`config.mk`:
```
export PLATFORM = sky130hd
export DESIGN_NAME = sram_mode_fsm
export DESIGN_NICKNAME = d
export VERILOG_FILES = /design/src/rtl/sram_lane_pkg.sv /design/src/rtl/sram_mode_fsm.sv
export SDC_FILE = /design/constraint.sdc
export NUM_CORES = 1
export LEC_CHECK = 0
export BUFFER_PORTS_ARGS = -buffer_cell sky130_fd_sc_hd__buf_2
export CORE_AREA = 2 2 39 41
export DETAILED_ROUTE_END_ITERATION = 7
export DIE_AREA = 0 0 41 43
export GPL_TIMING_DRIVEN = 0
export HOLD_SLACK_MARGIN = 0.12
export PLACE_DENSITY_LB_ADDON = 0.15
export SETUP_SLACK_MARGIN = 0.2
export SLEW_MARGIN = 10
export SYNTH_ARGS = -nofsm -noshare
export SYNTH_HDL_FRONTEND = slang
export SYNTH_SLANG_ARGS = --single-unit
export TNS_END_PERCENT = 20
```
`constraint.sdc`:
```
create_clock -name clk -period 0.8 [get_ports clk]
set_input_delay 0.08 -clock clk [delete_from_list [all_inputs] [get_ports clk]]
set_output_delay 0.08 -clock clk [all_outputs]
set_load 0.005 [all_outputs]
```
`src/rtl/sram_lane_pkg.sv`:
```
package sram_lane_pkg;

    typedef enum logic [1:0] {
        ST_STANDBY = 2'd0,
        ST_OUT_OFF = 2'd1,
        ST_READ    = 2'd2,
        ST_WRITE   = 2'd3
    } sram_state_e;

    // Mode implied by one sample of the control pins; all-high lanes idle the part.
    function automatic sram_state_e decode_pins(
        input logic cs_n,
        input logic we_n,
        input logic oe_n,
        input logic all_lanes_off
    );
        if (cs_n || all_lanes_off) return ST_STANDBY;
        else if (!we_n)            return ST_WRITE;
        else if (!oe_n)            return ST_READ;
        else                       return ST_OUT_OFF;
    endfunction

endpackage

```
`src/rtl/sram_mode_fsm.sv`:
```
module sram_mode_fsm
    import sram_lane_pkg::*;
#(
    parameter int LANES = 2
) (
    input  logic             clk,
    input  logic             rst_n,
    input  logic             cs_n,
    input  logic             we_n,
    input  logic             oe_n,
    input  logic [LANES-1:0] be_n,
    input  logic [LANES-1:0] held_be_n,
    output sram_state_e      state,
    output logic             commit,
    output logic [LANES-1:0] lane_we,
    output logic [LANES-1:0] lane_rd
);

    sram_state_e st_q;
    sram_state_e st_d;

    assign st_d  = decode_pins(cs_n, we_n, oe_n, &be_n);
    assign state = st_q;

    // State register
    always_ff @(posedge clk) begin
        if (!rst_n) st_q <= ST_STANDBY;
        else        st_q <= st_d;
    end

    // Outputs: the write release is seen as a rise of cs_n or we_n against
    // the sample held in ST_WRITE.
    always_comb begin
        commit  = 1'b0;
        lane_we = '0;
        lane_rd = '0;
        unique case (st_q)
            ST_STANDBY: ;
            ST_OUT_OFF: ;
            ST_READ: begin
                lane_rd = ~held_be_n;
            end
            ST_WRITE: begin
                commit  = cs_n | we_n;
                lane_we = commit ? ~held_be_n : '0;
            end
            default: ;
        endcase
    end

    // after a release the machine has left the write state
    a_r6_release_leaves_write: assert property (@(posedge clk) disable iff (!rst_n)
        commit |=> st_q != ST_WRITE);

    // the write state is only held with a lane enabled in the held sample
    a_r5_write_has_lane: assert property (@(posedge clk) disable iff (!rst_n)
        st_q == ST_WRITE |-> !(&held_be_n));

endmodule

```
==> metrics.yaml <==
status: "complete, but fails checks"
violations: "setup timing"
grtUsageMet3_pct: 4.71
grtUsageMet1_pct: 4.78
ios: 16
critPathRequiredTime_ps: 720
core_area_um2: 1380
antenna_found_initial: 0
p_sw_mw: 0.0811
route.vias.total: 152
numCtsBuffers: 3
drtIter0Drc: 0
cts_max_path_buffers: 2
swShare_pct: 21.2
setup_viol: 5
critPathBufInv: 1
ys_seq_area_share_pct: 37.2
worstPathArrival_ps: 900
clock.fmax_mhz: 1020
start_util_pct: 7.78
p_leak_nw: 0.138
syn_area_um2: 108
worst_slack_ps: -185
crit_slowest_cell: "dfxtp_2"
postCtsSetupRepairBufs: 0
internal-power_mw: 0.301
place_ws_ps: 18.4
pwr-share-clk_pct: 57.9
grt_max_degree: 4
die_y_um: 43
slew_headroom_pct: 81.6
synth_cell_types: 7
dp_hpwl_um: 314
place_area_um2: 205
ir_worst_vdd_v: 0.000343
first_pass_iters: 1
rows: 14
critPathLaunchType: "register"
seq_power_share_pct: 28.8
total_power_mw: 0.382
die_x_um: 41
largest_register_ffs: 2
busiest_layer: "met4"
max_stage_delay_ps: 320
path_clk_slew_ps: 30
combPwrFrac_pct: 13.3
cts_root_buf: "clkbuf_4"
fin_cells: 47
p_per_area_nw_per_um2: 1680
grtUsageMet2_pct: 5.94
place_congestion: 0.633
nFillCells: 153
cts_tree: "yes"
fin_nets: 42
worst_pin_slew_ps: 275
portBuffers: 15
ys_warn_count: 0
synth.avg_cell_area_um2: 8.28
finalInstanceArea_um2: 228
worst_setup_path_end_kind: "output port"
clock-sinks: 2
critPathKind: "register to output port"
rsz0062_at_grt: "true"
grtUsageTotal_pct: 5.51
diodes: 0
syn2layout_area_growth_pct: 112
synth_seq_cells: 2
dp.cells: 44
grt_pass1_vias: 146
drc: 0
maxSlewViolCount: 0
crit_chain: "o211ai_1 > nor2_1 > buf_2"
hold_viol: 0
drive_gt1_share_pct: 67.7
crit_fanout: 3
grt-ovfl-total: 0
grt_pass1_wl_um: 552
htree_levels: 1
min_path_type: "input port to register"
worst_hold_slack_ps: 52.5
finalCritPeriodShare_pct: 123
vias_per_cell: 3.23
routed_wl_um: 363
wire_per_inst_um: 7.72
post-route-min-period_ps: 985
syn_inst: 13
synth_nets: 22
die_area_um2: 1760
detail-route-antenna-nets: 0
cp_top_family: "flip-flops"
drv_cap: 0
cell type report:
cell class	instances	area (um^2)	area share, %
Inverter	2	7.51	3.30
Clock buffer	3	22.5	9.89
Timing Repair Buffer	15	75.1	33.0
Sequential cell	2	42.5	18.7
Multi-Input combinational cell	9	60.1	26.4
Tap cell	16	20.0	8.79
cells in the mapped netlist:
master    number  share of area [%]
nand2b_1       1                5.8
o211ai_1       1                7.0
dfxtp_1        2                 37
inv_1          2                7.0
nand2b_4       1                 13
a221oi_1       2                 16
nor2_1         4                 14
power groups by stage:
stage / Combinational [mW] / Clock [mW] / Sequential [mW]
final: 0.0509 / 0.221 / 0.110
after global routing: 0.0572 / 0.269 / 0.110
after CTS: 0.0518 / 0.236 / 0.110
after detailed placement: 0.0518 / 0 / 0.112
after global placement: 0.0497 / 0 / 0.111
after floorplan: 0.0147 / 0 / 0.112
cells by family after synthesis:
family | synth area share (%)
AOI/OAI and AO/OA | 23.3
buffers and inverters | 6.98
DFF | 37.2
and+or+nand+nor | 32.6
placed cells by master, fill, tap and decap left out:
master / n
nand2b_4: 1
o211ai_1: 1
nor2_1: 4
dfxtp_2: 2
buf_2: 15
inv_1: 2
nand2b_1: 1
a221oi_1: 2
clkbuf_4: 3
routing by layer:
layer	vias up	wire length (um)
li1	82	-
met5	-	0
met2	15	131
met3	0	59
met1	55	172
met4	0	0
worst paths after layout:
check	startpoint	slack (ps)	endpoint	cells after the start
worst min-delay path	be_n[1]	50	state[0]	2
worst max-delay path	state[1]	-180	lane_we[0]	3
through the flow:
| stage | util (%) | TNS [ps] |
|---|---|---|
| after floorplan | - | 0 |
| after global placement | 14.8 | 0 |
| after detailed placement | 14.8 | 0 |
| after CTS | 16.5 | -912 |
| after global routing | 16.5 | -1230 |
| final | 16.5 | -821 |
repair_timing:
action | in CTS | in global routing
resized for setup | 0 | 0
hold endpoints to repair | 2 | 2
pin swaps | 2 | 1
setup endpoints to repair | 7 | 7
Note: power is estimated with default switching activity, not from simulation.
